==> src/rtl/synth_pkg.sv <==
package synth_pkg;
  localparam int REF_W  = 8;
  localparam int PUMP_N = 5;

  // Reference ratio decode. Code 6 is reserved and treated as 128.
  function automatic logic [REF_W-1:0] ref_ratio(input logic [2:0] sel);
    logic [REF_W-1:0] r;
    case (sel)
      3'd0:    r = 8'd24;
      3'd1:    r = 8'd28;
      3'd2:    r = 8'd32;
      3'd3:    r = 8'd64;
      3'd4:    r = 8'd128;
      3'd6:    r = 8'd128;
      default: r = 8'd80;
    endcase
    return r;
  endfunction

  function automatic logic [PUMP_N-1:0] pump_onehot(input logic [2:0] cp, input logic mode);
    logic [PUMP_N-1:0] s;
    s = '0;
    if (mode && cp == 3'b100) s[4] = 1'b1;
    else                      s[cp[1:0]] = 1'b1;
    return s;
  endfunction
endpackage

==> src/rtl/synth_div.sv <==
module synth_div #(
  parameter int W = 8
) (
  input  logic         clk_i,
  input  logic         rst_ni,
  input  logic         tick_i,
  input  logic [W-1:0] lim_i,
  output logic         pulse_o
);
  logic [W-1:0] cnt_q;
  logic         pulse_q;

  // Down counter; the ratio is sampled only when the count ends.
  always_ff @(posedge clk_i or negedge rst_ni) begin
    if (!rst_ni) begin
      cnt_q   <= '0;
      pulse_q <= 1'b0;
    end else begin
      pulse_q <= tick_i && (cnt_q == '0);
      if (tick_i) begin
        if (cnt_q == '0) cnt_q <= lim_i - W'(1);
        else             cnt_q <= cnt_q - W'(1);
      end
    end
  end

  assign pulse_o = pulse_q;
endmodule

==> src/rtl/synth_pfd.sv <==
module synth_pfd (
  input  logic clk_i,
  input  logic rst_ni,
  input  logic ref_ev_i,
  input  logic fb_ev_i,
  output logic up_o,
  output logic dn_o
);
  logic up_q, dn_q;

  always_ff @(posedge clk_i or negedge rst_ni) begin
    if (!rst_ni) begin
      up_q <= 1'b0;
      dn_q <= 1'b0;
    end else if (up_q && dn_q) begin
      up_q <= 1'b0;  // clearing cycle, events ignored
      dn_q <= 1'b0;
    end else begin
      up_q <= up_q | ref_ev_i;
      dn_q <= dn_q | fb_ev_i;
    end
  end

  assign up_o = up_q;
  assign dn_o = dn_q;
endmodule

==> src/rtl/synth_lock.sv <==
module synth_lock #(
  parameter int ERR_W  = 8,
  parameter int LOCK_N = 4
) (
  input  logic             clk_i,
  input  logic             rst_ni,
  input  logic             up_i,
  input  logic             dn_i,
  input  logic [ERR_W-1:0] limit_i,
  output logic             lock_o
);
  localparam int GW = $clog2(LOCK_N + 1);
  localparam logic [GW-1:0] GOOD_MAX = GW'(LOCK_N);
  localparam logic [GW-1:0] GOOD_SET = GW'(LOCK_N - 1);

  logic [ERR_W-1:0] err_q;
  logic [GW-1:0]    good_q;
  logic             bad_q, lock_q;
  logic             excl, both;

  assign excl = up_i ^ dn_i;
  assign both = up_i & dn_i;

  always_ff @(posedge clk_i or negedge rst_ni) begin
    if (!rst_ni) begin
      err_q  <= '0;
      good_q <= '0;
      bad_q  <= 1'b0;
      lock_q <= 1'b0;
    end else if (both) begin
      // Period end: score it unless it already failed.
      if (!bad_q) begin
        if (good_q >= GOOD_SET) lock_q <= 1'b1;
        if (good_q != GOOD_MAX) good_q <= good_q + GW'(1);
      end
      err_q <= '0;
      bad_q <= 1'b0;
    end else if (excl && !bad_q) begin
      if (err_q >= limit_i) begin
        bad_q  <= 1'b1;
        lock_q <= 1'b0;
        good_q <= '0;
      end else begin
        err_q <= err_q + ERR_W'(1);
      end
    end
  end

  assign lock_o = lock_q;
endmodule

==> src/rtl/synth_core.sv <==
module synth_core #(
  parameter int N_W    = 15,
  parameter int N_MIN  = 512,
  parameter int ERR_W  = 8,
  parameter int LOCK_N = 4
) (
  input  logic                       clk_i,
  input  logic                       rst_ni,
  input  logic                       ref_tick_i,
  input  logic                       fb_tick_i,
  input  logic [N_W-1:0]             n_word_i,
  input  logic [2:0]                 ref_sel_i,
  input  logic [2:0]                 cp_sel_i,
  input  logic                       cp_mode_i,
  input  logic [ERR_W-1:0]           err_limit_i,
  output logic                       ref_pulse_o,
  output logic                       fb_pulse_o,
  output logic                       up_o,
  output logic                       dn_o,
  output logic                       lock_o,
  output logic                       ref_rsv_o,
  output logic [synth_pkg::PUMP_N-1:0] pump_sel_o
);
  import synth_pkg::*;

  localparam logic [N_W-1:0] N_FLOOR = N_W'(N_MIN);

  logic [REF_W-1:0] ref_lim;
  logic [N_W-1:0]   fb_lim;

  assign ref_lim   = ref_ratio(ref_sel_i);
  assign ref_rsv_o = (ref_sel_i == 3'b110);
  assign fb_lim    = (n_word_i < N_FLOOR) ? N_FLOOR : n_word_i;
  assign pump_sel_o = pump_onehot(cp_sel_i, cp_mode_i);

  synth_div #(.W(REF_W)) u_ref_div (
    .clk_i   (clk_i),
    .rst_ni  (rst_ni),
    .tick_i  (ref_tick_i),
    .lim_i   (ref_lim),
    .pulse_o (ref_pulse_o)
  );

  synth_div #(.W(N_W)) u_fb_div (
    .clk_i   (clk_i),
    .rst_ni  (rst_ni),
    .tick_i  (fb_tick_i),
    .lim_i   (fb_lim),
    .pulse_o (fb_pulse_o)
  );

  synth_pfd u_pfd (
    .clk_i    (clk_i),
    .rst_ni   (rst_ni),
    .ref_ev_i (ref_pulse_o),
    .fb_ev_i  (fb_pulse_o),
    .up_o     (up_o),
    .dn_o     (dn_o)
  );

  synth_lock #(.ERR_W(ERR_W), .LOCK_N(LOCK_N)) u_lock (
    .clk_i   (clk_i),
    .rst_ni  (rst_ni),
    .up_i    (up_o),
    .dn_i    (dn_o),
    .limit_i (err_limit_i),
    .lock_o  (lock_o)
  );
endmodule

==> config.mk <==
export PLATFORM = sky130hd
export DESIGN_NAME = synth_core
export DESIGN_NICKNAME = d
export VERILOG_FILES = /design/src/rtl/synth_pkg.sv /design/src/rtl/synth_div.sv /design/src/rtl/synth_pfd.sv /design/src/rtl/synth_lock.sv /design/src/rtl/synth_core.sv
export SDC_FILE = /design/constraint.sdc
export NUM_CORES = 1
export LEC_CHECK = 0
export BUFFER_PORTS_ARGS = -buffer_cell sky130_fd_sc_hd__buf_4
export CORE_MARGIN = 2
export CORE_UTILIZATION = 63
export CTS_BUF_LIST = sky130_fd_sc_hd__clkbuf_8
export CTS_CLUSTER_SIZE = 14
export DETAILED_ROUTE_END_ITERATION = 8
export GPL_TIMING_DRIVEN = 1
export MAX_ROUTING_LAYER = met4
export PLACE_DENSITY = 0.88
export SLEW_MARGIN = 20
export SYNTH_ARGS = -nofsm -noshare
export SYNTH_HDL_FRONTEND = slang
export SYNTH_SLANG_ARGS = --single-unit
==> constraint.sdc <==
create_clock -name clk_i -period 7.3 [get_ports clk_i]
set_input_delay 0.73 -clock clk_i [delete_from_list [all_inputs] [get_ports clk_i]]
set_output_delay 0.73 -clock clk_i [all_outputs]
set_load 0.02 [all_outputs]
==> results.py, run 1 <==
metrics = {
    "power_and_ir_drop": {
        "p_switching_mw": 0.334,
        "pwr-share-seq_pct": 41.6,
        "p_int_mw": 0.517,
        "p_leak_nw": 1.41,
        "switching_share_pct": 39.3,
        "p_per_area_nw_per_um2": 271,
        "p_clk_share_pct": 17.7,
        "comb_power_share_pct": 40.7,
        "ir_drop_uv": 185,
    },
    "synthesis": {
        "async_flop_share_pct": 100,
        "ys_seq_elements": 40,
        "syn_avg_cell_area_sq_um": 8.89,
        "synth_top_area_share_pct": 37.4,
        "ys_top_cells_by_area": "dfrtp_1 (37%), ha_1 (7.0%), a21oi_1 (4.7%), nand2_1 (3.5%), nor2_1 (3.4%)",
        "seq_area_frac_synth_pct": 37.4,
        "syn_nets": 350,
        "syn-cell-area_sq_um": 2680,
        "synth_top_area_cell": "dfrtp_1",
        "syn_inst": 301,
        "synth_cell_types": 55,
        "yosysWarnings": 0,
        "synth_edf_count": 0,
        "ys.flop_type": "dfrtp_1",
    },
    "detailed_routing": {
        "routed-via-count": 2431,
        "wire_per_inst_um": 14.1,
        "firstDrtPassIters": 4,
        "ant_nets": 0,
        "drcViolationCount": 0,
        "drtIter0Drc": 136,
        "vias_per_cell": 6.12,
        "routed_wl_um": 5610,
    },
    "clock_network": {
        "cts.hold.buffers_added": 0,
        "cts_tree": "yes",
        "cts.clk_slew.worst_paths_ps": 90,
        "post_cts_buffers": 0,
        "clockRootBuffer": "clkbuf_8",
        "cts.sinks": 40,
        "ctsResizeCount": 0,
        "cts_buffers": 5,
        "clkLatencyLatePin_ps": 310,
        "clockBufferDepth": 2,
        "cts_max_level": 2,
    },
    "job": {
        "drv_cap": 0,
    },
    "sta": {
        "fmax_mhz": 298,
        "fin_crit_sh_pct": 45.9,
        "fin_skew_ps": 13.6,
        "finalSetupViolCount": 0,
        "setup-tns-final_ps": 0,
        "period_needed_ps": 3350,
        "max_slew_margin_pct": 45.2,
        "rsz0062_at_grt": "no",
        "postLayoutSetupSlackWorst_ps": 3950,
        "hold_viol_final": 0,
        "drv_slew": 0,
        "tightest_slew_ps": 817,
    },
    "placement": {
        "place_worst_setup_slack_ps": 3640,
        "io_buffers": 44,
        "gp_congestion": 0.912,
        "hpwl_um": 4150,
    },
    "global_route": {
        "antenna_found_initial": 0,
        "grt_remaining_overflow": 0,
        "grt_pass1_wl_um": 9730,
        "grt_pass1_vias": 2279,
        "grt_start_max_net_pins": 41,
        "grt_use_total_pct": 25.2,
    },
    "cells_and_area": {
        "syn_to_final_growth_pct": 17.4,
        "layout.nets": 395,
        "num_antenna_cells": 0,
        "drive_gt1_share_pct": 21.0,
    },
    "critical_path": {
        "end_kind": "flip-flop",
        "critical_path_class": "primary input to flip-flop",
        "critPathMaxFanout": 14,
        "critPathLaunchType": "primary input",
        "worst_ep_required_time_ps": 7540,
        "cp.arrival_ps": 3590,
    },
    "min_path": {
        "hp-class": "primary input to async pin",
    },
    "run_status": {
        "status": "finished clean",
    },
    "die": {
        "dieArea_sq_um": 4790,
        "pin_count": 45,
        "fp-row-count": 23,
        "die_x_um": 69.2,
        "initial_core_util_pct": 66.0,
        "core_area_sq_um": 4060,
        "die_y_um": 69.2,
    },
}
layout make-up:
type | instances | area [sq um]
Clock buffer | 5 | 68.8
Clock inverter | 3 | 18.8
Fill cell | 290 | 916
Inverter | 22 | 82.6
Multi-Input combinational cell | 231 | 1560
Sequential cell | 40 | 1000
Tap cell | 50 | 62.6
Timing Repair Buffer | 46 | 345
cells in the final DEF, fill, tap and decap left out, drive strengths merged, types with 2 or more instances in the layout:
cell type,netlist,routed
a211o,2,2
or3,7,7
nand2,25,25
a31oi,7,7
mux2,3,3
o21ai,13,13
o211ai,2,2
inv,22,22
a21o,6,6
nand2b,4,4
and3b,2,2
xnor2,2,2
nand3,5,5
or4b,2,2
nor2b,5,5
buf,0,46
a41oi,2,2
clkinv,0,3
a22o,3,3
o31ai,4,4
clkbuf,8,5
ha,15,15
nand4,4,4
o21a,3,3
nor3,11,11
a22oi,3,3
o22ai,4,4
xor2,3,3
or4,4,4
a21oi,25,25
a211oi,8,8
a2111oi,2,2
mux2i,7,7
and2,6,6
nor2,24,24
dfrtp,40,40
or2,5,5
and3,4,4
power by group through the flow:
| stage | registers, mW | logic, mW | clock network, mW |
|---|---|---|---|
| 6_report | 0.354 | 0.346 | 0.151 |
| 5_1_grt | 0.365 | 0.391 | 0.163 |
| 4_1_cts | 0.353 | 0.348 | 0.153 |
| 3_5_place_dp | 0.356 | 0.345 | 0 |
| 3_3_place_gp | 0.355 | 0.331 | 0 |
| 2_1_floorplan | 0.349 | 0.256 | 0 |
logic make-up after synthesis:
group,Yosys count,synth area share (%)
flops,40,37.4
compound gates,88,22.7
mux,10,3.88
buf+inv,30,4.21
fa+ha+maj,15,7.01
xor+xnor,5,1.64
simple gates,113,23.2
worst max-delay path: stages:
cell,delay (ps)
buf_4,120
nor3_2,260
and3b_1,280
nor4_2,60
buf_4,180
a21oi_1,180
ha_1,180
nor2b_1,250
o211ai_2,230
or4b_4,550
or3_1,370
a211oi_2,180
state kept, by name, indices dropped and copies added (netlist names):
signal and count:
u_fb_div.cnt_q 15, u_lock.err_q 8, u_ref_div.cnt_q 8, u_lock.good_q 3
u_fb_div.pulse_o 1, u_lock.bad_q 1, u_lock.lock_o 1, u_pfd.dn_o 1
u_pfd.up_o 1, u_ref_div.pulse_o 1
synth_stat cells (all sizes together) (6+ instances only):
library cell and instances:
a31oi 7, o21ai 13, mux2i 7, or3 7
dfrtp 40, ha 15, a211oi 8, inv 22
a21o 6, a21oi 25, nor2 24, and2 6
nor3 11, nand2 25, clkbuf 8
routing by layer:
metal	global-route usage, %	wire length, um	vias up
met3	4.51	278	9
met5	-	0	-
met4	10.5	110	0
met1	30.9	2460	1150
li1	-	-	1199
met2	41.2	2760	73
path summary, 6_finish.rpt:
| check | start | end | slack (ps) | cells past startpoint |
|---|---|---|---|---|
| max | n_word_i[12] | u_fb_div.cnt_q[12] | 3950 | 12 |
| min | rst_ni | u_fb_div.cnt_q[7] | 380 | 1 |
| max reg2reg | u_fb_div.cnt_q[10] | u_fb_div.cnt_q[12] | 4240 | 11 |
| min reg2reg | u_ref_div.cnt_q[0] | u_ref_div.cnt_q[0] | 510 | 1 |
| max in group asynchronous | rst_ni | u_lock.err_q[7] | 6570 | 1 |
| min in group clk_i | u_ref_div.cnt_q[0] | u_ref_div.cnt_q[0] | 510 | 1 |
per-stage QoR:
step           hold slack, ps  cell area, sq um  power [mW]  utilization (%)  std cells
2_1_floorplan             434              2680       0.605                -        301
3_3_place_gp              476              3050       0.686             75.3        389
3_5_place_dp              486              3050       0.701             75.3        389
4_1_cts                   403              3140       0.854             77.4        397
5_1_grt                   432              3140       0.919             77.4        397
6_report                  379              3140       0.851             77.4        397
Note: power is estimated with default switching activity, not from simulation.
==> run 2: changes to the inputs <==
Settings changed: CORE_UTILIZATION 63 to 53, PLACE_DENSITY 0.88 to 0.79.
Clock period 7.3 ns to 2.8 ns, I/O delays scaled along.
==> results.py, run 2 (synthesis gave the netlist of run 1 again) <==
metrics = {
    "run_status": {
        "status": "finished clean",
    },
    "global_route": {
        "grt_remaining_overflow": 0,
        "grt_pass1_wl_um": 9270,
        "antenna_found_initial": 0,
        "grt_use_total_pct": 22.0,
        "grt_start_max_net_pins": 41,
        "grt_pass1_vias": 2191,
    },
    "power_and_ir_drop": {
        "p_clk_share_pct": 20.4,
        "p_per_area_nw_per_um2": 723,
        "p_leak_nw": 1.51,
        "switching_share_pct": 37.2,
        "p_int_mw": 1.52,
        "comb_power_share_pct": 41.9,
        "pwr-share-seq_pct": 37.7,
        "ir_drop_uv": 444,
        "p_switching_mw": 0.903,
    },
    "critical_path": {
        "end_kind": "flip-flop",
        "cp_cell_sequence": "nor3_1 -> nand2_2 -> nor4_4 -> a21oi_1 -> ha_1 -> nor2b_4 -> o211ai_2 -> or4b_4 -> or3_1 -> a211oi_2",
        "critPathMaxFanout": 4,
        "startpoint": "u_fb_div.cnt_q[2]",
        "slowest_delay_ps": 540,
        "critical_path_class": "flip-flop to flip-flop",
        "r2r-start": "u_fb_div.cnt_q[2]",
        "worst_ep_required_time_ps": 3020,
        "critPathLaunchType": "flip-flop",
        "r2r_cells": 10,
        "reg2reg_to": "u_fb_div.cnt_q[12]",
        "cp.arrival_ps": 2870,
        "cp_slowest_cell": "or4b_4",
        "rrSetupSlack_ps": 160,
    },
    "sta": {
        "period_needed_ps": 2640,
        "rsz0062_at_grt": "no",
        "finalSetupViolCount": 0,
        "fin_crit_sh_pct": 94.4,
        "hold_viol_final": 0,
        "postLayoutSetupSlackWorst_ps": 157,
        "tightest_slew_ps": 595,
        "setup-tns-final_ps": 0,
        "drv_slew": 0,
        "fmax_mhz": 378,
        "max_slew_margin_pct": 60.1,
        "fin_skew_ps": 4.21,
    },
    "clock_network": {
        "cts_max_level": 2,
        "cts_buffers": 5,
        "clkLatencyLatePin_ps": 310,
        "clockBufferDepth": 2,
        "cts.clk_slew.worst_paths_ps": 80,
        "clockRootBuffer": "clkbuf_8",
        "cts.sinks": 40,
        "cts_tree": "yes",
    },
    "job": {
        "drv_cap": 0,
    },
    "die": {
        "core_area_sq_um": 4790,
        "die_x_um": 75.1,
        "die_y_um": 75.1,
        "pin_count": 45,
        "dieArea_sq_um": 5630,
        "initial_core_util_pct": 55.9,
        "fp-row-count": 25,
    },
    "placement": {
        "hpwl_um": 4280,
        "place_worst_setup_slack_ps": 4.03,
        "io_buffers": 44,
        "gp_congestion": 0.903,
        "dpl_cell_area_sq_um": 3190,
    },
    "min_path": {
        "hold_path_end": "u_ref_div.cnt_q[0]",
        "hold_path_depth": 2,
        "hp-class": "primary input to flip-flop",
        "hold_start": "ref_tick_i",
    },
    "cells_and_area": {
        "largest_register_ffs": 15,
        "mostFrequentLayoutCells": "buf_4 (61), dfrtp_1 (40), a21oi_1 (25)",
        "drive_gt1_share_pct": 25.9,
        "num_antenna_cells": 0,
        "fillers": 392,
        "syn_to_final_growth_pct": 25.4,
        "final_common_cell": "buf_4",
        "regArea_sq_um": 1000,
        "fin_area_sq_um": 3360,
        "regMostFlops": "u_fb_div.cnt_q",
        "multi_input_area_sq_um": 1600,
        "layout.nets": 411,
        "reg_top3": "u_fb_div.cnt_q (15), u_lock.err_q (8), u_ref_div.cnt_q (8)",
    },
    "detailed_routing": {
        "wire_per_inst_um": 13.0,
        "ant_nets": 0,
        "routed-via-count": 2415,
        "routed_wl_um": 5590,
        "vias_per_cell": 5.62,
        "drtIter0Drc": 109,
        "firstDrtPassIters": 4,
        "drcViolationCount": 0,
    },
}
-- run 2: worst max-delay path by stage --
stage | slack, ps | cells past startpoint | endpoint
after floorplan | 6 | 11 | u_fb_div.cnt_q[12]
after global placement | 70 | 11 | u_fb_div.cnt_q[12]
after detailed placement | 4 | 11 | u_fb_div.cnt_q[12]
after CTS | 40 | 11 | u_fb_div.cnt_q[6]
after global routing | 2 | 10 | u_fb_div.cnt_q[12]
final | 160 | 10 | u_fb_div.cnt_q[12]
-- run 2: area by class of cell --
| cell class | count | share of cell area [%] |
|---|---|---|
| Sequential cell | 40 | 29.8 |
| Clock inverter | 3 | 1.42 |
| Timing Repair Buffer | 62 | 13.9 |
| Inverter | 22 | 2.46 |
| Clock buffer | 5 | 2.05 |
| Multi-Input combinational cell | 231 | 47.8 |
| Tap cell | 67 | 2.50 |
-- run 2: stage by stage --
step / cells / power (mW) / hold slack (ps) / util, %
2_1_floorplan: 301 / 1.59 / -15.6 / -
3_3_place_gp: 420 / 1.86 / 290 / 66.7
3_5_place_dp: 420 / 1.90 / 290 / 66.7
4_1_cts: 429 / 2.40 / 212 / 69.4
5_1_grt: 430 / 2.62 / 225 / 70.1
6_report: 430 / 2.43 / 215 / 70.1
-- run 2: timing repair --
action | CTS | global route
endpoints found under the hold margin | 40 | 0
endpoints found under the setup margin | 0 | 6
resized for setup | 0 | 6
hold buffers | 1 | 0
setup buffers | 0 | 1
-- run 2: critical path, delay by kind of cell (launching register included) --
kind | cells | cell delay (ps)
flops | 1 | 430
fa+ha+maj | 1 | 200
compound gates | 3 | 520
simple gates | 6 | 1410
-- run 2: power by group through the flow --
stage	sequential [mW]	clock (mW)	combinational, mW
6_report	0.914	0.496	1.02
5_1_grt	0.942	0.530	1.14
4_1_cts	0.916	0.505	0.977
3_5_place_dp	0.926	0	0.974
3_3_place_gp	0.922	0	0.943
2_1_floorplan	0.911	0	0.675
-- run 2: layer usage --
layer	vias up	part of all wire, %	global-route usage (%)
met5	-	0	-
met4	0	1.0	7.54
met3	6	4.8	4.42
met2	51	45	33.8
met1	1129	49	29.2
li1	1229	-	-
==> run 3: changes to the inputs <==
Settings changed: ABC_AREA set to 1, PLACE_DENSITY 0.79 to 0.78.
==> results.py, run 3 <==
metrics = {
    "run_status": {
        "status": "finished clean",
    },
    "critical_path": {
        "worst_ep_required_time_ps": 2990,
        "end_kind": "flip-flop",
        "r2r-start": "u_fb_div.cnt_q[5]",
        "startpoint": "u_fb_div.cnt_q[5]",
        "critPathLaunchType": "flip-flop",
        "rrSetupSlack_ps": 620,
        "critical_path_class": "flip-flop to flip-flop",
        "cp.arrival_ps": 2370,
        "critPathMaxFanout": 11,
    },
    "synthesis": {
        "syn_inst": 409,
        "seq_area_frac_synth_pct": 35.1,
        "synth_top_area_share_pct": 35.1,
        "synth.most_common_cell": "nand2_1",
        "ys.flop_type": "dfrtp_1",
        "syn_nets": 458,
        "synth_cell_types": 34,
        "yosysWarnings": 0,
        "synth_top_area_cell": "dfrtp_1",
        "syn_avg_cell_area_sq_um": 6.97,
        "synth_edf_count": 0,
        "ys_top_cells_by_area": "dfrtp_1 (35%), nand2_1 (13%), inv_1 (8.2%), nor2_1 (7.4%), ha_1 (6.6%)",
        "ys_top_cells_by_count": "nand2_1 (96), inv_1 (62), nor2_1 (56), dfrtp_1 (40), nand3_1 (32)",
        "async_flop_share_pct": 100,
        "syn-cell-area_sq_um": 2850,
        "ys_seq_elements": 40,
    },
    "die": {
        "dieArea_sq_um": 5980,
        "fp-row-count": 26,
        "die_x_um": 77.3,
        "pin_count": 45,
        "core_area_sq_um": 5140,
        "initial_core_util_pct": 55.4,
        "die_y_um": 77.3,
    },
    "sta": {
        "fin_skew_ps": 9.37,
        "max_slew_margin_pct": 65.2,
        "hold_viol_final": 0,
        "drv_slew": 0,
        "period_needed_ps": 2180,
        "tightest_slew_ps": 521,
        "rsz0062_at_grt": "no",
        "timing.hold.ws_ps": 223,
        "fin_crit_sh_pct": 77.9,
        "finalSetupViolCount": 0,
        "fmax_mhz": 459,
        "setup-tns-final_ps": 0,
    },
    "power_and_ir_drop": {
        "p_leak_nw": 1.82,
        "ir_drop_uv": 574,
        "p_per_area_nw_per_um2": 733,
        "total_power_mw": 2.47,
    },
    "clock_network": {
        "post_cts_buffers": 0,
        "clkLatencyLatePin_ps": 300,
        "cts_buffers": 5,
        "cts.hold.buffers_added": 1,
        "cts.clk_slew.worst_paths_ps": 90,
        "clockRootBuffer": "clkbuf_8",
        "cts_tree": "yes",
        "cts_max_level": 2,
        "cts.sinks": 40,
        "clockBufferDepth": 2,
        "ctsResizeCount": 0,
    },
    "placement": {
        "io_buffers": 44,
        "post-place-cells": 518,
        "gp_congestion": 0.929,
        "hpwl_um": 4880,
    },
    "detailed_routing": {
        "vias_per_cell": 5.20,
        "firstDrtPassIters": 4,
        "routed-via-count": 2738,
        "ant_nets": 0,
        "drcViolationCount": 0,
        "drtIter0Drc": 178,
        "routed_wl_um": 6280,
        "wire_per_inst_um": 11.9,
    },
    "global_route": {
        "grt_start_max_net_pins": 41,
        "antenna_found_initial": 0,
        "grt_pass1_wl_um": 11000,
        "grt_pass1_vias": 2541,
        "grt_remaining_overflow": 0,
        "grt_use_total_pct": 23.0,
    },
    "cells_and_area": {
        "drive_gt1_share_pct": 19.5,
        "post-route-util_pct": 65.5,
        "layout.nets": 505,
        "multi_input_area_sq_um": 1560,
        "mostFrequentLayoutCells": "nand2_1 (96), inv_1 (62), nor2_1 (56)",
        "fillers": 482,
        "largest_register_ffs": 15,
        "regMostFlops": "u_fb_div.cnt_q",
        "syn_to_final_growth_pct": 18.2,
        "instances_no_fill": 527,
        "final_common_cell": "nand2_1",
        "reg_top3": "u_fb_div.cnt_q (15), u_lock.err_q (8), u_ref_div.cnt_q (8)",
        "num_antenna_cells": 0,
        "regArea_sq_um": 1000,
    },
    "min_path": {
        "hp-class": "primary input to flip-flop",
        "hold_start": "ref_tick_i",
    },
    "job": {
        "drv_cap": 0,
    },
}
[run 3: cell types whose count changed in the layout (fill, tap and decap cells not counted), moves of 7 or more]
cell     change
nand2_1     +72
inv_1       +40
nor2_1      +32
nand3_1     +27
buf_4       -15
a21oi_1     -13
nand2_2      +9
nor2_2       +8
o21ai_0      +8
mux2i_1      -7
[run 3: worst max-delay path, cell delays in order (launching register included)]
cell and delay (ps):
dfrtp_1 410, nor2_1 110, nand2_1 90, nor2_2 100, buf_4 180, nand2_1 240, nor2_1 210, nor2_2 70
ha_1 230, nand3_2 120, inv_2 70, nand3_1 80, nand2_1 50, nand3_1 80, nand2_1 50
[run 3: final cells by class]
cell class,count,share of cell area (%)
timing repair buffer,47,10.5
clock buffer,5,2.04
multi-input combinational,295,46.2
tap,70,2.60
sequential,40,29.7
inverter,67,7.47
clock inverter,3,1.37
[run 3: kinds of logic (layout without fill, tap and decap cells)]
| group | Yosys count | after routing | share of synthesized area, % |
|---|---|---|---|
| xor+xnor | 7 | 7 | 2.15 |
| fa+ha+maj | 15 | 15 | 6.59 |
| simple gates | 228 | 228 | 36.8 |
| buf+inv | 74 | 122 | 10.2 |
| compound gates | 45 | 45 | 9.18 |
| flops | 40 | 40 | 35.1 |
[run 3: layer usage]
metal / GRT usage [%] / vias up / wire (um)
met5: - / - / 0
met4: 7.32 / 0 / 84
met3: 4.12 / 10 / 368
met2: 36.6 / 76 / 2900
met1: 30.0 / 1263 / 2930
li1: - / 1389 / -
[run 3: stage by stage]
stage                     cell area (sq um)  worst slack, ps
after floorplan                        2850             1040
after global placement                 3240              757
after detailed placement               3240              670
after CTS                              3370              645
after global routing                   3370              415
final                                  3370              619
[run 3: final timing paths]
| path | endpoint | cells after the start |
|---|---|---|
| max | u_fb_div.cnt_q[12] | 14 |
| min | u_ref_div.cnt_q[0] | 2 |
| max reg2reg | u_fb_div.cnt_q[12] | 14 |
| min reg2reg | u_ref_div.cnt_q[0] | 1 |
| max in group asynchronous | u_ref_div.cnt_q[4] | 2 |
| min in group asynchronous | u_lock.err_q[4] | 2 |
[run 3: power breakdown]
group / leakage [nW] / internal (mW) / switching (mW) / total [mW]
Sequential: 0.505 / 0.764 / 0.143 / 0.908
Clock: 0.0548 / 0.269 / 0.225 / 0.494
Combinational: 1.26 / 0.403 / 0.663 / 1.07
